<file path="config.mk">
export PLATFORM = sky130hd
export DESIGN_NAME = cmpl_watchdog
export DESIGN_NICKNAME = d
export VERILOG_FILES = /design/src/rtl/wdt_pkg.sv /design/src/rtl/wdt_datapath.sv /design/src/rtl/wdt_ctrl.sv /design/src/rtl/cmpl_watchdog.sv
export SDC_FILE = /design/constraint.sdc
export NUM_CORES = 1
export LEC_CHECK = 0
export ABC_AREA = 1
export BUFFER_PORTS_ARGS = -buffer_cell sky130_fd_sc_hd__buf_2
export CORE_AREA = 3 3 70 72
export CTS_BUF_LIST = sky130_fd_sc_hd__clkbuf_8
export CTS_CLUSTER_SIZE = 12
export DETAILED_ROUTE_END_ITERATION = 6
export DIE_AREA = 0 0 73 75
export PLACE_DENSITY = 0.76
export SLEW_MARGIN = 30
export SYNTH_ARGS = -nofsm -noshare
export SYNTH_HDL_FRONTEND = slang
export SYNTH_SLANG_ARGS = --single-unit
</file>
<file path="constraint.sdc">
create_clock -name clk -period 1.6 [get_ports clk]
set_input_delay 0.08 -clock clk [delete_from_list [all_inputs] [get_ports clk]]
set_output_delay 0.08 -clock clk [all_outputs]
set_load 0.02 [all_outputs]
</file>
<file path="src/rtl/wdt_pkg.sv">
package wdt_pkg;
  // Strobes issued by the control unit to the datapath, at most one set per cycle
  typedef struct packed {
    logic arm;     // first write: capture period, seed pattern, clear counters
    logic retrig;  // correct inverse write: new pattern, clear counters
    logic fire;    // watchdog reset: clear counters
  } wdtStrobes_t;
endpackage

</file>
<file path="src/rtl/wdt_datapath.sv">
module wdt_datapath
  import wdt_pkg::*;
#(
  parameter int DATA_W = 8,
  parameter int PRE_W  = 16
) (
  input  logic              clk,
  input  logic              extRstN,
  input  wdtStrobes_t       strobes,
  input  logic              armed,
  input  logic              tickEn,
  input  logic [DATA_W-1:0] wrData,
  output logic [DATA_W-1:0] expectedPat,
  output logic              periodDone
);
  localparam logic [PRE_W-1:0] PRE_LAST = '1;

  logic [PRE_W-1:0]  preCnt;
  logic [DATA_W-1:0] periodCnt;
  logic [DATA_W-1:0] limitVal;
  logic              preWrap;
  logic              clearCnt;

  assign preWrap    = (preCnt == PRE_LAST);
  assign clearCnt   = strobes.arm | strobes.retrig | strobes.fire;
  assign periodDone = armed & tickEn & preWrap & (periodCnt == limitVal);

  // prescale and period counters
  always_ff @(posedge clk or negedge extRstN) begin
    if (!extRstN) begin
      preCnt    <= '0;
      periodCnt <= '0;
    end else if (clearCnt) begin
      preCnt    <= '0;
      periodCnt <= '0;
    end else if (armed && tickEn) begin
      preCnt <= preCnt + 1'b1;
      if (preWrap) periodCnt <= periodCnt + 1'b1;
    end
  end

  // captured period and expected pattern
  always_ff @(posedge clk or negedge extRstN) begin
    if (!extRstN) begin
      limitVal    <= '0;
      expectedPat <= '0;
    end else begin
      if (strobes.arm) limitVal <= wrData;
      if (strobes.arm || strobes.retrig) expectedPat <= ~wrData;
    end
  end
endmodule

</file>
<file path="src/rtl/wdt_ctrl.sv">
module wdt_ctrl
  import wdt_pkg::*;
#(
  parameter int DATA_W = 8
) (
  input  logic              clk,
  input  logic              extRstN,
  input  logic              wrEn,
  input  logic [DATA_W-1:0] wrData,
  input  logic [DATA_W-1:0] expectedPat,
  input  logic              periodDone,
  output wdtStrobes_t       strobes,
  output logic              armed,
  output logic              causeN,
  output logic              wdRst
);
  logic patMatch;

  assign patMatch = (wrData == expectedPat);

  always_comb begin
    strobes        = '0;
    strobes.arm    = wrEn & ~armed;
    strobes.retrig = wrEn & armed & patMatch;
    // a correct write outranks a timeout in the same cycle
    strobes.fire   = armed & ((wrEn & ~patMatch) | (~wrEn & periodDone));
  end

  always_ff @(posedge clk or negedge extRstN) begin
    if (!extRstN) begin
      armed  <= 1'b0;
      causeN <= 1'b1;
      wdRst  <= 1'b0;
    end else begin
      wdRst <= strobes.fire;
      if (strobes.fire) begin
        armed  <= 1'b0;
        causeN <= 1'b0;
      end else if (strobes.arm) begin
        armed <= 1'b1;
      end
    end
  end
endmodule

</file>
<file path="src/rtl/cmpl_watchdog.sv">
module cmpl_watchdog
  import wdt_pkg::*;
#(
  parameter int DATA_W = 8,
  parameter int PRE_W  = 16
) (
  input  logic              clk,
  input  logic              extRstN,
  input  logic              tickEn,
  input  logic              wrEn,
  input  logic [DATA_W-1:0] wrData,
  output logic [DATA_W-1:0] rdData,
  output logic              wdRst
);
  wdtStrobes_t       strobes;
  logic              armed;
  logic              causeN;
  logic              periodDone;
  logic [DATA_W-1:0] expectedPat;

  wdt_ctrl #(.DATA_W(DATA_W)) u_ctrl (
    .clk        (clk),
    .extRstN    (extRstN),
    .wrEn       (wrEn),
    .wrData     (wrData),
    .expectedPat(expectedPat),
    .periodDone (periodDone),
    .strobes    (strobes),
    .armed      (armed),
    .causeN     (causeN),
    .wdRst      (wdRst)
  );

  wdt_datapath #(.DATA_W(DATA_W), .PRE_W(PRE_W)) u_dp (
    .clk        (clk),
    .extRstN    (extRstN),
    .strobes    (strobes),
    .armed      (armed),
    .tickEn     (tickEn),
    .wrData     (wrData),
    .expectedPat(expectedPat),
    .periodDone (periodDone)
  );

  assign rdData = armed ? {expectedPat[DATA_W-1:1], causeN}
                        : {{(DATA_W-1){1'b1}}, causeN};
endmodule

</file>
Word-level counts from Yosys, hierarchy flattened:

Cells that the tools add are included.
W data, S select, Z words.

* register bits after elaboration: 43
* bits of input ports: 12
* output and inout port bits: 9
* logic and storage cells: 42

* add/subtract/negate cells: 2
* eq/ne operators: 3
* multiplexer cells: 8
* bitwise logic cells: 16
* reductions and logical operators: 6

Operators by type and width (count)
* $mux W16: 2
* $mux W8: 4
* $add A16 B1 Y16 const B: 1
* $eq A16 B16 Y1 const B: 1
* $eq A8 B8 Y1: 2
* $and A1 B1 Y1: 9
* $add A8 B1 Y8 const B: 1
* $not A8 Y8: 1
* $reduce_bool A2 Y1: 3
* $not A1 Y1: 3
* $or A1 B1 Y1: 3
* $mux W1: 2
* $reduce_and A2 Y1: 1
* $logic_and A1 B1 Y1: 1
* $logic_or A1 B1 Y1: 1

Longest topological paths before layout:

Gate-level depths: netlist of run 1.

* depth after elaboration: 9
* gate-level depth with buffers: 10
* mapped depth without buffers: 9

Hierarchy:

A second synthesis of run 1 with hierarchy kept.

* cell total of the unflattened synthesis: 361
* area total of the unflattened synthesis: 2565.0 sq um

By module, submodules not included
* wdt_datapath: instances 1, cells each 301, area an instance 2233.4 sq um, seq. area each 1001.0 sq um
* wdt_ctrl: instances 1, cells each 45, area an instance 271.5 sq um, seq. area each 76.3 sq um
* cmpl_watchdog: instances 1, cells each 15, area an instance 60.1 sq um, seq. area each 0.0 sq um

Least setup slack after synthesis of run 1:

No wires, ideal clock.

* path kind: reg-to-reg
* start point: reg u_dp.preCnt[0]
* end point: reg u_dp.periodCnt[5]
* arrival: 1367 ps
* data required time: 1484 ps
* setup slack: 117 ps
* cell stages (with the launch flop): 10
* cell sequence: dfrtp_1 > ha_1 > nand2_1 > nor2_2 > nand2_4 > nor2_8 > nand3_4 > nand2_4 > buf_6 > nor2_1

* cells in the longest elaborated chain, start to end: 9
* elaborated cells between the ends (all ways): 11
* those cells by class: eq/ne: 1; mux: 1; bitwise: 6; reduce/logical: 3

RTL lines
* start, declared: RTL line wdt_datapath.sv:18 `logic [PRE_W-1:0] preCnt;`
* start signal, assigned: RTL line wdt_datapath.sv:37 `preCnt <= preCnt + 1'b1;`
* $eq A16 B16 Y1 *: RTL line wdt_datapath.sv:24 `assign preWrap = (preCnt == PRE_LAST);`
* $and A1 B1 Y1 (2 in a row): RTL line wdt_datapath.sv:26 `assign periodDone = armed & tickEn & preWrap & (periodCnt == limitVal);`
* $and A1 B1 Y1: RTL line wdt_ctrl.sv:26 `strobes.fire = armed & ((wrEn & ~patMatch) | (~wrEn & periodDone));`
* $or A1 B1 Y1: RTL line wdt_ctrl.sv:26
* $and A1 B1 Y1: RTL line wdt_ctrl.sv:26
* $or A1 B1 Y1: RTL line wdt_datapath.sv:25 `assign clearCnt = strobes.arm | strobes.retrig | strobes.fire;`
* $reduce_bool A2 Y1 (no line)
* $reduce_and A2 Y1 (no line)
* end signal, assigned: RTL line wdt_datapath.sv:38 `if (preWrap) periodCnt <= periodCnt + 1'b1;`
* end, declared: RTL line wdt_datapath.sv:19 `logic [DATA_W-1:0] periodCnt;`

Mark *: on every way between the ends. The rest lies on a longest branch, timed or not.
A chain may end at the register's enable or synchronous reset.

Worst setup path after layout of run 1:

* start point: reg u_dp.preCnt[1]
* end point: reg u_dp.periodCnt[4]

Same word-level chain as after synthesis.

==> results of run 1 <==
==> worst max-delay path: stages, from the launching register on <==
cell      delay (ns)
dfrtp_1         0.36
ha_2            0.19
nand2_2         0.08
nor2_4          0.12
nand2_4         0.11
nor2_8          0.11
buf_6           0.13
nand2_1         0.07
o21bai_1        0.12
nand2_1         0.06
nor2_1          0.08
==> registers in the layout, summed over array words and instances (netlist names) <==
register and cells:
u_dp.preCnt 16, u_ctrl.causeN 1, u_ctrl.armed 1, u_dp.periodCnt 8, u_ctrl.wdRst 1, u_dp.limitVal 8, u_dp.expectedPat 8
==> routing by layer <==
metal / track usage / up-vias
met3: 0.0414 / 10
met1: 0.272 / 916
met4: 0.0861 / 0
met2: 0.291 / 54
li1: - / 1019
met5: 0 / -
==> placed cells by master (no fill, tap or decap), types with 8 or more instances in the layout <==
master	instances
nand2_1	74
dfrtp_1	42
inv_1	41
nor2_1	35
buf_2	20
o21ai_0	19
buf_4	16
xnor2_1	11
nand4_1	11
nand3_1	10
nor3_1	8
xor2_1	8
==> layout make-up <==
class | instances | area share
Multi-Input combinational cell | 208 | 0.408
Inverter | 43 | 0.0581
Clock inverter | 1 | 0.00135
Tap cell | 52 | 0.0234
Clock buffer | 7 | 0.0347
Timing Repair Buffer | 38 | 0.0869
Sequential cell | 43 | 0.388
==> kinds of logic after synthesis <==
group           Yosys count  synth area share
simple gates            159             0.314
buf+inv                  51            0.0936
flops                    43             0.450
compound gates           28            0.0622
xor+xnor                 19            0.0695
fa+ha+maj                 2            0.0105
==> power groups by stage <==
stage	combinational, W	sequential [W]	clock, W
after floorplan	0.000392	0.00128	0
after global placement	0.000538	0.00129	0
after detailed placement	0.000553	0.00130	0
after CTS	0.000561	0.00128	0.000764
after global routing	0.000640	0.00129	0.000814
final	0.000556	0.00128	0.000749
==> through the flow <==
step | setup WS [ns] | setup TNS, ns
6_report | 0.0785 | 0
3_5_place_dp | -0.0120 | -0.0124
5_1_grt | -0.0573 | -0.168
4_1_cts | 0.0139 | 0
3_3_place_gp | 0.0623 | 0
2_1_floorplan | 0.117 | 0
==> what timing repair did <==
| item | in CTS | in global routing |
|---|---|---|
| setup endpoints to repair | 7 | 27 |
| gates cloned | 0 | 0 |
| hold buffers | 1 | 0 |
| pin swaps | 2 | 4 |
| hold endpoints to repair | 25 | 0 |
| gates resized for setup | 2 | 8 |
| setup buffers | 2 | 2 |
==> worst max path at each step <==
stage                              endpoint  slack [ns]
after global placement         u_ctrl.armed        0.06
final                     u_dp.periodCnt[4]        0.08
after global routing      u_dp.periodCnt[3]       -0.06
after floorplan           u_dp.periodCnt[5]        0.12
after detailed placement      u_ctrl.causeN       -0.01
after CTS                 u_dp.periodCnt[4]        0.01
==> summary.txt, run 1 <==
Die
  – Width of the die: 73 um
  – Initial standard-cell utilization of the core: 0.550
  – Die height: 75 um
  – Die ar.: 5480 um^2
  – Cell row count: 24
  – I/O pin total: 21
  – Core area: 4350 um^2

Finish
  – Number of standard cells in the layout, taps in and fillers out: 392
  – Final Core Density: 0.638
  – Storage cell area: 1080 um^2
  – Fraction of layout cells with a size suffix above 1: 0.203
  – Final-stage net count: 353
  – Area of all placed cells without fillers: 2780 um^2
  – Area grow syn2layout: 16.1%
  – # fillers: 350
  – Multi-input logic area: 1130 um^2
  – Total inserted antenna cells: 0

STA
  – Worst hold slack: 0.0743 ns
  – Setup-violating endpoint count in the final report: 0
  – RSZ-0062 raised after global routing: yes
  – Normalized max-slew margin: 0.604
  – Final critical delay including setup and external delays: 1.52 ns
  – Measured slew at the worst slew-check pin: 0.594 ns
  – Fmax: 657 MHz
  – Number of pins with negative max-slew slack in the final report: 0
  – Total count of hold-check failures in the final report: 0
  – Period Utilization, post-route: 0.951
  – Final Skew: 0.0103 ns

Synth
  – Top cells by area, synth: dfrtp_1 (44%), nand2_1 (12%), inv_1 (6.3%), nor2_1 (5.6%), xnor2_1 (4.0%)
  – Dominant register cell in the synthesized netlist: dfrtp_1
  – Post-synthesis async set-or-reset flop share: 1.00
  – Number of enable flip-flop cells after synthesis: 0
  – Most area-hungry cell type in the Yosys netlist: dfrtp_1
  – Post-synthesis instance total: 302
  – Warnings, synthesis: 0
  – Most common cell in the synthesized netlist: nand2_1
  – Synthesized area: 2390 um^2
  – Number of distinct library cell variants in the gate-level netlist after synthesis: 31
  – Sequential area share after synthesis: 0.450
  – Syn nets: 316
  – Flip-flop and latch count after synthesis: 43
  – Commonest cells post-synth: nand2_1 (75), dfrtp_1 (42), inv_1 (40)
  – Avg Inst Size Synth: 7.93 um^2
  – Post-synth top area share: 0.439

Worst setup path
  – Startpoint types: register
  – Required time of the worst setup path: 1.82 ns
  – R2R Path End: u_dp.periodCnt[4]
  – Worst setup path start: u_dp.preCnt[1]
  – Reg2reg start: u_dp.preCnt[1]
  – Number of cells traversed by the worst register-to-register path: 10
  – Critical path peak fanout: 7
  – Critical path endpoint category: register
  – Arrival time of the worst setup path: 1.74 ns
  – Register-to-register setup slack: 0.08 ns
  – Type of the worst setup path: register to register

Place
  – Weighted congestion at the end of routability-driven global placement: 0.877
  – HPWL Detailed: 3470 um
  – Placed insts: 379
  – Number of port buffers: 20
  – Placed cell areas: 2590 um^2

Power and ir drop
  – Total power density per cell area: 929 nW/um^2
  – Fraction of power consumed by combinational cells: 0.215
  – Worst IR Drop VDD: 0.699 mV
  – Total power draw: 0.00258 W
  – Sw Share: 0.301
  – Standby leakage power: 1.36 nW
  – Cell Int Power: 0.00180 W
  – Portion of total power attributed to sequential cells: 0.495
  – Clock network fraction of design power: 0.290
  – Switching component of the power: 0.000779 W

Clocking
  – H-Tree Level Count: 2
  – TritonCTS Sinks: 43
  – Cell chosen for the clock root: clkbuf_8
  – CTS tree: done
  – Number of buffers on the longest clock path: 2
  – Clock edge transition at the registers on the reported setup and hold paths: 0.08 ns
  – Clk Latency, worst-skew pair: 0.30 ns
  – Total CTS buffers: 5

Drt
  – Number of violations reported at the end of detailed-routing iteration 0: 98
  – Detailed-route via count: 1999
  – Antenna viol nets, final: 0
  – Average wire per standard cell: 12.3 um
  – Via count normalized by instance count: 5.10
  – Detailed route wirelength on metal3: 229 um
  – Routed met2 length: 2260 um
  – Remaining routing DRC violations: 0
  – Count of TritonRoute iterations in the first routing pass: 4
  – Met1 wire length: 2230 um
  – DRT Wirelength: 4830 um
  – Highest routing layer actually used: met4

Global routing
  – GR Util All Layers: 0.194
  – Wire length of the first global-routing pass: 8140 um
  – Antenna violations before repair: 0
  – Total global routing overflow: 0
  – Vias in the first global route: 1805
  – Maximum number of pins on one net before global-route repair: 29

Worst hold path
  – Startpoint of the tightest hold check path: wrData[5]
  – Endpoint with the worst hold slack: u_dp.expectedPat[5]
  – Worst hold-check path type: input port to register
  – Cell depth of the worst min-delay path: 4

Outcome
  – Run status: completed

Flow run
  – Count of maximum capacitance violations: 0
(Power assumes the default switching activity.)
==> run 2: changes to the inputs <==
--- a/config.mk
+++ b/config.mk
@@ -12,6 +12,7 @@
 export CTS_CLUSTER_SIZE = 12
 export DETAILED_ROUTE_END_ITERATION = 6
 export DIE_AREA = 0 0 73 75
+export HOLD_SLACK_MARGIN = 0.15
 export PLACE_DENSITY = 0.76
 export SLEW_MARGIN = 30
 export SYNTH_ARGS = -nofsm -noshare
==> summary.txt, run 2 (synthesis results as in run 1) <==
Worst setup path
  – Buffering stage count on the worst path with inverters included: 1 (unchanged)
  – CP max-delay cell: dfrtp_1
  – Critical path endpoint category: register
  – Arrival time of the worst setup path: 1.70 ns (-0.04 ns)
  – Type of the worst setup path: register to register
  – Required time of the worst setup path: 1.78 ns (-0.04 ns)
  – Startpoint types: register
  – Dominant delay contributor by cell family on the critical path: simple AND/OR/NAND/NOR gates
  – Maximum cell stage delay along the critical path: 0.37 ns (about the same)
  – Critical path peak fanout: 6 (-1)
  – Crit-path cells: ha_2 -> nand2_2 -> nor2_4 -> nand2_4 -> nor3_2 -> buf_4 -> nand4_1 -> nand2_1 -> nor2_1
  – Register-to-register setup slack: 0.08 ns (about the same)

STA
  – Worst-case setup margin in the final layout: 0.0760 ns (-0.00250 ns)
  – Normalized max-slew margin: 0.604 (about the same)
  – Total negative setup slack: 0 ns (unchanged)
  – Number of pins with negative max-slew slack in the final report: 0 (unchanged)
  – Period Utilization, post-route: 0.953 (+0.00156)
  – Setup-violating endpoint count in the final report: 0 (unchanged)
  – Final Skew: 0.00846 ns (-0.00185 ns)
  – RSZ-0062 raised after global routing: yes
  – Measured slew at the worst slew-check pin: 0.593 ns (-0.000637 ns)
  – Fmax: 656 MHz (-0.16%)
  – Final critical delay including setup and external delays: 1.52 ns (+0.00250 ns)
  – Total count of hold-check failures in the final report: 0 (unchanged)

Die
  – Width of the die: 73 um (unchanged)
  – Core area: 4350 um^2 (unchanged)
  – Die ar.: 5480 um^2 (unchanged)
  – Cell row count: 24 (unchanged)
  – I/O pin total: 21 (unchanged)
  – Die height: 75 um (unchanged)
  – Initial standard-cell utilization of the core: 0.550 (unchanged)

Place
  – HPWL Detailed: 3470 um (unchanged)
  – Setup slack after placement: -0.0120 ns (unchanged)
  – Weighted congestion at the end of routability-driven global placement: 0.877 (unchanged)
  – Number of port buffers: 20 (unchanged)

Global routing
  – Vias in the first global route: 1888 (+4.6%)
  – Antenna violations before repair: 0 (unchanged)
  – Total global routing overflow: 0 (unchanged)
  – GR Util All Layers: 0.203 (+0.00853)
  – Maximum number of pins on one net before global-route repair: 29 (unchanged)
  – Wire length of the first global-routing pass: 8490 um (+4.3%)

Power and ir drop
  – Total power density per cell area: 903 nW/um^2 (-2.8%)
  – Total power draw: 0.00261 W (+1.2%)
  – Standby leakage power: 1.40 nW (+3.5%)
  – Worst IR Drop VDD: 0.701 mV (+0.21%)

Drt
  – DRT Wirelength: 5050 um (+4.4%)
  – Count of TritonRoute iterations in the first routing pass: 4 (unchanged)
  – Detailed-route via count: 2029 (+1.5%)
  – Remaining routing DRC violations: 0 (unchanged)
  – Average wire per standard cell: 12.5 um (+1.6%)
  – Via count normalized by instance count: 5.03 (-1.3%)
  – Number of violations reported at the end of detailed-routing iteration 0: 127 (+30%)
  – Antenna viol nets, final: 0 (unchanged)

Clocking
  – Total CTS buffers: 5 (unchanged)
  – H-Tree Level Count: 2 (unchanged)
  – Clk Latency, worst-skew pair: 0.30 ns (about the same)
  – TritonCTS Sinks: 43 (unchanged)
  – Cell chosen for the clock root: clkbuf_8
  – Clock edge transition at the registers on the reported setup and hold paths: 0.08 ns (about the same)
  – CTS tree: done
  – Number of buffers on the longest clock path: 2 (unchanged)

Finish
  – Fraction of layout cells with a size suffix above 1: 0.199 (-0.00351)
  – Register with the highest flop count: u_dp.preCnt
  – Most common cell after layout, fill and taps aside: nand2_1
  – # fillers: 331 (-5.4%)
  – Largest register FFs: 16 (unchanged)
  – Leading cell types in the layout, fill and taps excluded: nand2_1 (74), dfrtp_1 (42), inv_1 (41), nor2_1 (35), buf_2 (20)
  – Area grow syn2layout: 20.9%
  – Final-stage net count: 364 (+3.1%)
  – Storage cell area: 1080 um^2 (unchanged)
  – Multi-input logic area: 1140 um^2 (+0.66%)
  – Total inserted antenna cells: 0 (unchanged)

Worst hold path
  – Worst hold-check path type: input port to asynchronous set/reset pin

Flow run
  – Count of maximum capacitance violations: 0 (unchanged)

Outcome
  – Run status: completed
[run 2: area by class of cell]
cell class                      instances  share of cell area
Inverter                               43              0.0558
Clock inverter                          1             0.00130
Tap cell                               52              0.0225
Sequential cell                        43               0.372
Multi-Input combinational cell        208               0.394
Timing Repair Buffer                   49               0.121
Clock buffer                            7              0.0333
[run 2: repair_timing]
item | in CTS | in global routing
buffers inserted | 2 | 3
pin swaps | 2 | 5
hold endpoints to repair | 43 | 0
setup endpoints to repair | 7 | 33
hold buffers | 11 | 0
gates cloned | 0 | 0
gates resized for setup | 2 | 9
[run 2: power breakdown]
group	switching, W	internal (W)
Sequential	0.0000744	0.00120
Combinational	0.000356	0.000234
Clock	0.000358	0.000388
[run 2: path summary, 6_finish.rpt]
kind | cells after the start | startpoint | end
setup / recovery | 9 | u_dp.preCnt[1] | u_dp.periodCnt[7]
hold / removal | 2 | extRstN | u_dp.limitVal[0]
setup reg to reg | 9 | u_dp.preCnt[1] | u_dp.periodCnt[7]
hold reg to reg | 1 | u_ctrl.causeN | u_ctrl.causeN
max in group asynchronous | 3 | extRstN | u_dp.periodCnt[7]
min in group clk | 1 | u_ctrl.causeN | u_ctrl.causeN
[run 2: layer usage]
| layer | up-vias | share of wire | wire length (um) | global-route usage |
|---|---|---|---|---|
| li1 | 1040 | - | - | - |
| met4 | 0 | 0.022 | 110 | 0.0861 |
| met2 | 57 | 0.47 | 2390 | 0.320 |
| met3 | 10 | 0.045 | 226 | 0.0441 |
| met1 | 922 | 0.46 | 2320 | 0.272 |
| met5 | - | 0 | 0 | 0 |
[run 2: worst register-to-register path, stage by stage (launching register included)]
cell and delay [ns]:
dfrtp_1 0.37, ha_2 0.20, nand2_2 0.08, nor2_4 0.12
nand2_4 0.11, nor3_2 0.22, buf_4 0.15, nand4_1 0.07
nand2_1 0.07, nor2_1 0.04
[run 2: through the flow]
step                      utilization  std cells  hold WS, ns  area (um^2)
after floorplan                     -        302       -0.216         2390
after global placement          0.596        379        0.134         2590
after detailed placement        0.596        379        0.127         2590
after CTS                       0.650        400        0.354         2830
after global routing            0.665        403        0.380         2890
final                           0.665        403        0.325         2890
